**src/rtl/bor_pkg.sv**
```systemverilog
package bor_pkg;
  typedef logic [2:0] lec_t;
  localparam lec_t LEC_NOCHANGE = 3'd7;
  localparam lec_t LEC_BIT0     = 3'd5;

  typedef enum logic [1:0] {
    PH_NORMAL = 2'd0,
    PH_WAIT   = 2'd1,
    PH_COUNT  = 2'd2
  } phase_e;
endpackage

```
**src/rtl/bor_phase_ctrl.sv**
```systemverilog
module bor_phase_ctrl (
  input  logic            clk,
  input  logic            rst,
  input  logic            boff_enter,
  input  logic            cpu_init_set,
  input  logic            cpu_init_clr,
  input  logic            recov_done,
  output logic            init_q,
  output logic            boff_q,
  output logic            boff_start,
  output bor_pkg::phase_e phase
);
  import bor_pkg::*;

  // a new bus-off event is accepted only outside bus-off
  assign boff_start = boff_enter & ~boff_q;

  always_ff @(posedge clk) begin
    if (rst) begin
      init_q <= 1'b1;
      boff_q <= 1'b0;
    end else if (boff_start) begin
      boff_q <= 1'b1;
      init_q <= 1'b1;
    end else begin
      if (recov_done) boff_q <= 1'b0;
      if (cpu_init_set)      init_q <= 1'b1;
      else if (cpu_init_clr) init_q <= 1'b0;
    end
  end

  always_comb begin
    if (!boff_q)     phase = PH_NORMAL;
    else if (init_q) phase = PH_WAIT;
    else             phase = PH_COUNT;
  end
endmodule

```
**src/rtl/bor_run_detect.sv**
```systemverilog
module bor_run_detect #(
  parameter int RUN_LEN = 11
) (
  input  logic clk,
  input  logic rst,
  input  logic count_en,
  input  logic smp_vld,
  input  logic smp_bit,
  output logic run_hit
);
  localparam int BW = $clog2(RUN_LEN + 1);
  localparam logic [BW-1:0] LAST = BW'(RUN_LEN - 1);

  logic [BW-1:0] bit_cnt;

  assign run_hit = count_en & smp_vld & smp_bit & (bit_cnt == LAST);

  always_ff @(posedge clk) begin
    if (rst || !count_en) begin
      bit_cnt <= '0;
    end else if (smp_vld) begin
      if (!smp_bit || run_hit) bit_cnt <= '0;
      else                     bit_cnt <= bit_cnt + 1'b1;
    end
  end
endmodule

```
**src/rtl/bor_err_track.sv**
```systemverilog
module bor_err_track #(
  parameter int ERR_W      = 8,
  parameter int RUN_TARGET = 129,
  parameter int TEC_BOFF   = 255,
  parameter int WARN_LIM   = 96
) (
  input  logic             clk,
  input  logic             rst,
  input  logic             boff_start,
  input  logic             run_hit,
  output logic             recov_done,
  output logic [ERR_W-1:0] rec_q,
  output logic [ERR_W-1:0] tec_q,
  output bor_pkg::lec_t    lec_q,
  output logic             stb_q,
  output logic             warn_q
);
  import bor_pkg::*;

  localparam logic [ERR_W-1:0] REC_LAST = ERR_W'(RUN_TARGET - 1);
  localparam logic [ERR_W-1:0] TEC_INIT = ERR_W'(TEC_BOFF);
  localparam logic [ERR_W-1:0] WARN_V   = ERR_W'(WARN_LIM);

  logic [ERR_W-1:0] rec_nx, tec_nx;

  assign recov_done = run_hit & (rec_q == REC_LAST);

  always_comb begin
    rec_nx = rec_q;
    tec_nx = tec_q;
    if (boff_start) begin
      rec_nx = '0;
      tec_nx = TEC_INIT;
    end else if (recov_done) begin
      rec_nx = '0;
      tec_nx = '0;
    end else if (run_hit) begin
      rec_nx = rec_q + 1'b1;
    end
  end

  always_ff @(posedge clk) begin
    if (rst) begin
      rec_q  <= '0;
      tec_q  <= '0;
      lec_q  <= LEC_NOCHANGE;
      stb_q  <= 1'b0;
      warn_q <= 1'b0;
    end else begin
      rec_q  <= rec_nx;
      tec_q  <= tec_nx;
      stb_q  <= run_hit;
      if (run_hit) lec_q <= LEC_BIT0;
      warn_q <= (rec_nx >= WARN_V) | (tec_nx >= WARN_V);
    end
  end
endmodule

```
**src/rtl/busoff_recovery_seq.sv**
```systemverilog
module busoff_recovery_seq #(
  parameter int RUN_LEN    = 11,
  parameter int RUN_TARGET = 129,
  parameter int ERR_W      = 8,
  parameter int TEC_BOFF   = 255,
  parameter int WARN_LIM   = 96
) (
  input  logic             clk,
  input  logic             rst,
  input  logic             smp_vld,
  input  logic             smp_bit,
  input  logic             boff_enter,
  input  logic             cpu_init_set,
  input  logic             cpu_init_clr,
  output logic             init_q,
  output logic             boff_q,
  output logic [ERR_W-1:0] rec_cnt,
  output logic [ERR_W-1:0] tec_cnt,
  output logic [2:0]       lec,
  output logic             b0err_stb,
  output logic             warn
);
  import bor_pkg::*;

  phase_e phase;
  logic   boff_start, run_hit, recov_done;

  bor_phase_ctrl u_phase (
    .clk(clk), .rst(rst), .boff_enter(boff_enter),
    .cpu_init_set(cpu_init_set), .cpu_init_clr(cpu_init_clr),
    .recov_done(recov_done), .init_q(init_q), .boff_q(boff_q),
    .boff_start(boff_start), .phase(phase)
  );

  bor_run_detect #(.RUN_LEN(RUN_LEN)) u_run (
    .clk(clk), .rst(rst), .count_en(phase == PH_COUNT),
    .smp_vld(smp_vld), .smp_bit(smp_bit), .run_hit(run_hit)
  );

  bor_err_track #(
    .ERR_W(ERR_W), .RUN_TARGET(RUN_TARGET),
    .TEC_BOFF(TEC_BOFF), .WARN_LIM(WARN_LIM)
  ) u_err (
    .clk(clk), .rst(rst), .boff_start(boff_start), .run_hit(run_hit),
    .recov_done(recov_done), .rec_q(rec_cnt), .tec_q(tec_cnt),
    .lec_q(lec), .stb_q(b0err_stb), .warn_q(warn)
  );
endmodule

```
**config.mk**
```make
export PLATFORM = sky130hd
export DESIGN_NAME = busoff_recovery_seq
export DESIGN_NICKNAME = d
export VERILOG_FILES = /design/src/rtl/bor_pkg.sv /design/src/rtl/bor_phase_ctrl.sv /design/src/rtl/bor_run_detect.sv /design/src/rtl/bor_err_track.sv /design/src/rtl/busoff_recovery_seq.sv
export SDC_FILE = /design/constraint.sdc
export NUM_CORES = 1
export LEC_CHECK = 0
export BUFFER_PORTS_ARGS = -buffer_cell sky130_fd_sc_hd__buf_2
export CAP_MARGIN = 40
export CORE_MARGIN = 2
export CORE_UTILIZATION = 26
export DETAILED_ROUTE_END_ITERATION = 16
export MAX_ROUTING_LAYER = met4
export PLACE_DENSITY = 0.56
export SLEW_MARGIN = 20
export SYNTH_ARGS = -nofsm -noshare
export SYNTH_HDL_FRONTEND = slang
export SYNTH_SLANG_ARGS = --single-unit
```
**constraint.sdc**
```tcl
create_clock -name clk -period 2.45 [get_ports clk]
set_input_delay 0 -clock clk [delete_from_list [all_inputs] [get_ports clk]]
set_output_delay 0 -clock clk [all_outputs]
set_load 0.01 [all_outputs]
```
; Yosys cells after proc, flatten, opt, wreduce, memory -nomap -nowiden
; Cells that the tools add are included.
[classes]
addsub = 2
n_lt_le_gt_ge = 2
n_eq_ne = 3
n_mux = 10
bitwise_logic = 7
reduce_logical = 6
[ops]
columns = op, n
row1 = $mux W8, 5
row2 = $ge A8 B7 Y1 const B, 2
row3 = $add A8 B1 Y8 const B, 1
row4 = $eq A8 B8 Y1 const B, 1
row5 = $and A1 B1 Y1, 5
row6 = $add A4 B1 Y4 const B, 1
row7 = $eq A4 B4 Y1 const B, 1
row8 = $mux W2, 2
row9 = $mux W4, 1
row10 = $reduce_or A3 Y1, 1
row11 = $eq A2 B2 Y1 const B, 1
row12 = $logic_not A1 Y1, 2
row13 = $logic_or A1 B1 Y1, 2
row14 = $mux W1, 2
row15 = $reduce_bool A2 Y1, 1
row16 = $not A1 Y1, 1
row17 = $or A1 B1 Y1, 1
[word_totals]
register_bits = 25
out_inout_bits = 23
wordCells = 38

; Longest topological paths before layout
; Gate-level depths: netlist of run 1.
[depth]
depth_word = 11
depth_mapped = 8

; Hierarchy
; Synthesis of run 1 repeated with hierarchy kept, for this count alone.
[hier_totals]
cells_unflattened = 124
area_unflattened_um2 = 1118.6
[by_module_without_submodules]
columns = module, instances, cells_each, area_per_inst_um2, seq_area_each_um2
row1 = bor_err_track, 1, 85, 788.3, 380.4
row2 = bor_run_detect, 1, 29, 227.7, 80.1
row3 = bor_phase_ctrl, 1, 9, 88.8, 40.0
row4 = busoff_recovery_seq, 1, 1, 13.8, 0.0

; Worst setup path before layout of run 1
; No wires, ideal clock.
[synth_path]
kind = register to register
start = register u_run.bit_cnt[0]
end = register u_err.rec_q[7]
setup_time_ns = 0.073
t_arrival_ns = 1.486
t_required_ns = 2.377
slack_ns = 0.891
path_stages_with_launch = 8
synth_period_minus_slack_ns = 1.559
path_cell_list = dfxtp_1 inv_1 ha_1 and3b_1 buf_6 nand2_8 or4_1 a21oi_1
[synth_between]
elab_chain_len = 5
word_cells_on_any_way = 6
[synth_lines]
columns = element, line
row1 = "start, declared", bor_run_detect.sv:14  ; logic [BW-1:0] bit_cnt;
row2 = "start signal, assigned", bor_run_detect.sv:23  ; else bit_cnt <= bit_cnt + 1'b1;
row3 = $eq A4 B4 Y1 (*), bor_run_detect.sv:16  ; assign run_hit = count_en & smp_vld & smp_bit & (bit_cnt == LAST);
row4 = $and A1 B1 Y1 (*), bor_run_detect.sv:16
row5 = $mux W8 or $and A1 B1 Y1 (tied branches), "bor_err_track.sv:37, bor_err_track.sv:26"
row6 = $mux W8 (*), bor_err_track.sv:34  ; end else if (recov_done) begin
row7 = $mux W8 (*), bor_err_track.sv:31  ; if (boff_start) begin
row8 = "end signal, assigned", bor_err_track.sv:50  ; rec_q <= rec_nx;
row9 = "end, declared", bor_err_track.sv:12  ; output logic [ERR_W-1:0] rec_q,
; Mark *: on every way between the ends. The rest lies on a longest branch, timed or not.
; A chain may end at the register's enable or synchronous reset.

; Worst setup path after layout of run 1
; Same ends and word-level chain as after synthesis.

==> results of run 1 <==
-- cells in the mapped netlist --
library cell	number	area, µm²
nand2_1	16	60.06
buf_2	1	5.000
nand3b_1	2	15.01
nor3_1	3	15.01
or4_1	2	15.01
clkbuf_1	3	11.26
xnor2_1	4	35.03
and3b_1	2	17.52
and4b_1	2	20.02
nor2_1	9	33.78
o21ai_0	2	10.01
buf_1	1	3.750
ha_1	4	50.05
a31oi_1	2	12.51
buf_4	2	15.01
nand4_1	5	31.28
o31ai_1	1	7.510
xor2_1	3	26.28
inv_1	8	30.03
a21oi_1	15	75.07
a211oi_1	1	7.510
conb_1	1	3.750
nor4bb_1	1	10.01
o221ai_1	1	8.760
a31o_2	1	8.760
nand4b_1	2	17.52
dfxtp_1	25	500.5
nand2b_1	3	18.77
nor4_1	2	12.51
nand3_1	6	30.03
and2_1	1	6.260
a32oi_1	1	8.760
nand2_8	1	20.02
buf_6	2	22.52
-- cell families after synthesis --
group,Yosys count
xor gates and xnor gates,7
buffers and inverters,17
other,1
adders and majority gates,4
and+or+nand+nor,57
DFF,25
AOI/OAI and AO/OA,24
-- cell type report --
cell class	instances	area, µm²	share of cell area, %
multi-input cells	94	580.6	41.92
flip-flops and latches	25	500.5	36.13
repair buffers	30	162.7	11.74
well taps	52	65.06	4.697
clock buffers	3	41.29	2.981
inverters	8	30.03	2.168
clock inverters	1	5.005	0.3613
-- worst paths after layout --
check	start	end	slack, ns
setup / recovery	u_run.bit_cnt[0]	u_err.rec_q[7]	0.67
hold / removal	cpu_init_clr	u_phase.init_q	0.01
setup reg to reg	u_run.bit_cnt[0]	u_err.rec_q[7]	0.67
hold reg to reg	u_err.lec_q[1]	u_err.lec_q[1]	0.45
-- sequential cells by signal, summed over array words and instances, names as in the netlist --
name / count
u_err.tec_q: 8
u_err.lec_q: 1
u_err.stb_q: 1
u_phase.boff_q: 1
u_err.rec_q: 8
u_phase.init_q: 1
u_err.warn_q: 1
u_run.bit_cnt: 4
-- layer usage --
| layer | share of wire (%) | vias to the layer above | track usage (%) |
|---|---|---|---|
| li1 | - | 516 | - |
| met1 | 49 | 440 | 13.47 |
| met2 | 45 | 22 | 16.82 |
| met3 | 4.9 | 2 | 2.279 |
| met4 | 0.65 | 0 | 2.516 |
| met5 | 0 | - | - |
-- layout by cell type (no fill, tap or decap) --
master         instances
ha_1                   4
o221ai_1               1
nand2b_1               3
nand2_1               16
nand4b_1               2
xor2_1                 3
and4b_1                2
a31o_2                 1
buf_2                 27
inv_1                  8
o31ai_1                1
nor4bb_1               1
a32oi_1                1
a211oi_1               1
nand3b_1               2
a31oi_1                2
nor4_1                 2
o21ai_0                2
dlygate4sd3_1          2
buf_4                  1
conb_1                 2
nor2_1                 9
clkinv_2               1
and2_1                 1
or4_1                  2
dfxtp_1               25
nand2_8                1
nor3_1                 3
clkbuf_8               3
nand3_1                6
and3b_1                2
xnor2_1                4
nand4_1                5
a21oi_1               15
-- power by group through the flow --
stage,logic [mW],registers (mW),clock network [mW]
floorplan,0.0299,0.444,0
global placement,0.0586,0.438,0
detailed placement,0.0589,0.438,0
CTS,0.0614,0.428,0.256
global route,0.0686,0.430,0.264
finish,0.0602,0.428,0.248
-- critical path: cells and delay by family, from the launching register on --
| kind | cells | cell delay (ns) |
|---|---|---|
| adders and majority gates | 1 | 0.16 |
| buffers and inverters | 1 | 0.08 |
| and+or+nand+nor | 3 | 0.97 |
| DFF | 1 | 0.35 |
| AOI/OAI and AO/OA | 1 | 0.14 |
-- per-stage QoR --
stage                     hold slack, ns  instance area, µm²  utilization (%)  cells
after floorplan                   0.1118                1169                -    136
after global placement            0.2007                1319            30.50    207
after detailed placement          0.2080                1319            30.50    207
after CTS                        0.01180                1385            32.03    213
after global routing             0.02748                1385            32.03    213
final                            0.01078                1385            32.03    213
==> run summary, run 1 <==
Status: finished, final reports clean
Resize count post-CTS: 0
Clock transition at path regs: 0.09 ns
Post-CTS setup buffer count: 0
First-pass GRT wire length: 4243 µm
CP Capture Type: register
FP Rows: 24
Clk Latency, worst-skew pair: 0.27 ns
Minimum clock period: 1.778 ns
Period utilization: 72.56%
Combinational Power Share: 8.2%
Post-layout nets: 173
Largest net degree at the start of global routing: 15
Hold bufs inserted after CTS: 2
Sequential share of power: 58.2%
Slowest-stage cell, CP: or4_1
Adder-cell share of the synthesized area: 4.296%
Final worst slack: 0.6723 ns
Simple-Gate Fraction of Synth Area: 27.71%
Post-Synth XOR/XNOR Area: 5.263%
CP Launch Type: register
Antenna diode count: 0
DR iter-0 viols: 35
Critical setup path kind: reg -> reg
WL final: 2468 µm
Switching Share: 24.09%
Via density: 4.601
Fin Setup TNS: 0 ns
Mapped Cells: 135
Power share of the clock group: 33.7%
Starting Density: 26.94%
Die height: 70.94 µm
Synthesized area: 1165 µm²
# Max-Cap Violations: 0
Pwr Total: 0.7357 mW
FILL cells: 474
Root Buffer: clkbuf_8
Initial antenna violation count: 0
Via count: 980
Power Density: 531.2 nW/µm²
Core ar.: 4324 µm²
RSZ-0062 raised after global routing: false
Netlist cell types: 34
Synth Area in Compound Gates: 11.92%
ANT nets after route: 0
Chip width: 70.94 µm
GRT Total Usage: 10.47%
Peak Freq: 562.5 MHz
Cell internal pwr: 0.5585 mW
Crit path required time: 2.66 ns
H-tree depth: 1
Sw Pwr: 0.1772 mW
Setup WS pre-CTS: 0.6942 ns
Final HPWL DP: 1860 µm
Total gr overflow: 0
Largest family of logic cells by synthesized area: simple AND/OR/NAND/NOR gates
Die area: 5032 µm²
Initial DRT Pass Iterations: 4
Max clock buf depth: 2
Setup Skew: 0.008453 ns
Sequential area share after synthesis: 42.96%
Hold path depth: 4
RePlAce Congestion: 0.7793
Share of cells above drive strength 1: 21.12%
CTS tree: yes
Hold Crit Class: in -> reg
WL/cell: 11.59 µm
Crit path max fanout: 10
Worst Reg-to-Reg Cells: 6
IO Port Bufs: 27
Top-Level Pins: 30
Worst path max stage delay: 0.51 ns
CP arrival: 1.98 ns
DRC Markers: 0
Crit path cell chain: inv_1, ha_1, and3b_1, nand2_8, or4_1, a21oi_1
Worst ir drop on vdd: 224.5 µV
Final Max Slew Viols: 0
Finish-stage setup viols: 0
Fin. Hold Viols: 0
Synth Area per Inst: 8.629 µm²
Seq cells post-synth: 25
Number of global-route vias before repair: 937
CTS sink cnt: 25
YS warnings: 0
P_leak: 0.5715 nW
Layout area overhead: 18.90%
Post-synthesis mux area share: 0%
Inserted Clock Buffers: 3
Note: power is estimated with default switching activity, not from simulation.
==> run 2: changes to the inputs <==
Settings changed: PLACE_DENSITY 0.56 to 0.58.
Clock period 2.45 ns to 1.5 ns, I/O delays scaled along.
==> run summary, run 2 (synthesis gave the netlist of run 1 again) <==
Total gr overflow: 0 (unchanged)
Initial DRT Pass Iterations: 4 (unchanged)
IO Port Bufs: 27 (unchanged)
DRC Markers: 0 (unchanged)
Via density: 4.639 (was 4.601)
WL/cell: 11.48 µm (was 11.59 µm)
Power Density: 763.5 nW/µm² (was 531.2 nW/µm²)
Crit path max fanout: 3 (was 10)
Antenna diode count: 0 (unchanged)
H-tree depth: 1 (unchanged)
Hold Crit Class: in -> reg (unchanged)
Top-Level Pins: 30 (unchanged)
Period utilization: 102.1% (was 72.56%)
Critical setup path kind: reg -> reg (unchanged)
P_leak: 0.6895 nW (was 0.5715 nW)
Fin. Hold Viols: 0 (unchanged)
Core ar.: 4324 µm² (unchanged)
Pwr Total: 1.215 mW (was 0.7357 mW)
Commonest non-fill, non-tap cell in the layout: buf_2 (unchanged)
Post-layout nets: 193 (was 173)
Crit path cell chain: inv_2, ha_4, nand3b_1, or4_4, o221ai_2, a31oi_1 (was inv_1, ha_1, and3b_1, nand2_8, or4_1, a21oi_1)
First-pass GRT wire length: 4443 µm (was 4243 µm)
Starting Density: 26.94% (unchanged)
GRT Total Usage: 11.06% (was 10.47%)
Finish-stage setup viols: 1 (was 0)
Die area: 5032 µm² (unchanged)
Final Max Slew Viols: 0 (unchanged)
Worst ir drop on vdd: 412.4 µV (was 224.5 µV)
Failing checks: setup timing
Setup WS pre-CTS: -0.07783 ns (was 0.6942 ns)
Hold slack: 0.01491 ns (was 0.01078 ns)
ANT nets after route: 0 (unchanged)
Initial antenna violation count: 0 (unchanged)
Final worst slack: -0.03122 ns (was 0.6723 ns)
CP Capture Type: register (unchanged)
CTS sink cnt: 25 (unchanged)
CP arrival: 1.68 ns (was 1.98 ns)
Inserted Clock Buffers: 3 (unchanged)
Clk Latency, worst-skew pair: 0.27 ns (about the same)
Clock transition at path regs: 0.09 ns (about the same)
Share of cells above drive strength 1: 35.91% (was 21.12%)
RSZ-0062 raised after global routing: true (was false)
Chip width: 70.94 µm (unchanged)
Root Buffer: clkbuf_8 (unchanged)
RePlAce Congestion: 0.7925 (was 0.7793)
Largest regs: u_err.rec_q x8, u_err.tec_q x8, u_run.bit_cnt x4 (unchanged)
Worst path max stage delay: 0.54 ns (was 0.51 ns)
CP Launch Type: register (unchanged)
Peak Freq: 653.1 MHz (was 562.5 MHz)
DR iter-0 viols: 21 (was 35)
CTS tree: yes (unchanged)
Minimum clock period: 1.531 ns (was 1.778 ns)
Layout area overhead: 36.63% (was 18.90%)
Max clock buf depth: 2 (unchanged)
Die height: 70.94 µm (unchanged)
Slowest-stage cell, CP: or4_4 (was or4_1)
# Max-Cap Violations: 0 (unchanged)
Setup Skew: 0.001169 ns (was 0.008453 ns)
Most frequent cells in the layout: buf_2 (27), dfxtp_1 (22), buf_4 (21) (was buf_2 (27), dfxtp_1 (25), nand2_1 (16))
Final HPWL DP: 2089 µm (was 1860 µm)
WL final: 2676 µm (was 2468 µm)
Via count: 1081 (was 980)
Crit path required time: 1.65 ns (was 2.66 ns)
Number of global-route vias before repair: 1002 (was 937)
FP Rows: 24 (unchanged)
Largest net degree at the start of global routing: 16 (was 15)
Status: finished, violations left (was finished, final reports clean)
## run 2: cell count changes in the layout (fill, tap and decap cells not counted), moves of 2 or more
cell,previous run,this run
buf_4,1,21
dfxtp_2,0,3
dfxtp_1,25,22
nor4_1,2,0
## run 2: final timing paths
kind | cells past startpoint | endpoint | from | slack [ns]
max | 6 | u_err.warn_q | u_run.bit_cnt[0] | -0.03
min | 4 | u_phase.init_q | cpu_init_clr | 0.01
max reg2reg | 6 | u_err.warn_q | u_run.bit_cnt[0] | -0.03
min reg2reg | 2 | u_err.lec_q[1] | u_err.lec_q[1] | 0.46
## run 2: layer usage
layer,global-route usage [%],up-vias,share of wire (%)
li1,-,559,-
met1,14.20,500,49
met2,18.07,20,46
met3,2.137,2,3.9
met4,2.516,0,0.56
met5,-,-,0
## run 2: worst max-delay path: cells and delay by family (launching register included)
family          cells  cell delay (ns)
compound gates      2             0.23
buf+inv             1             0.06
simple gates        2             0.67
flops               1             0.33
fa+ha+maj           1             0.12
## run 2: repair_timing
| item | in CTS | in global routing |
|---|---|---|
| endpoints found under the setup margin | 3 | 19 |
| gates resized for setup | 3 | 5 |
| hold endpoints to repair | 2 | 0 |
| pin swaps | 1 | 3 |
| setup buffers | 1 | 0 |
| cloned | 0 | 0 |
| hold buffers | 2 | 0 |
## run 2: power by group
part	total [mW]	internal [mW]	switching, mW
registers	0.698	0.686	0.0119
logic	0.111	0.0495	0.0614
clock network	0.406	0.188	0.218
## run 2: area by class of cell
class / instances / area, µm²
inverter: 8 / 30.03
sequential: 25 / 504.2
tap: 52 / 65.06
clock buffer: 3 / 41.29
multi-input combinational: 94 / 630.6
clock inverter: 1 / 7.507
fill: 466 / 2733
timing repair buffer: 50 / 312.8
## run 2: stage by stage
step | util, % | TNS [ns] | cells | cell area (µm²)
2_1_floorplan | - | -0.004979 | 136 | 1184
3_3_place_gp | 34.32 | -0.01350 | 227 | 1484
3_5_place_dp | 34.32 | -0.07783 | 227 | 1484
4_1_cts | 36.40 | -0.07016 | 234 | 1574
5_1_grt | 36.81 | -0.7687 | 233 | 1592
6_report | 36.81 | -0.03122 | 233 | 1592
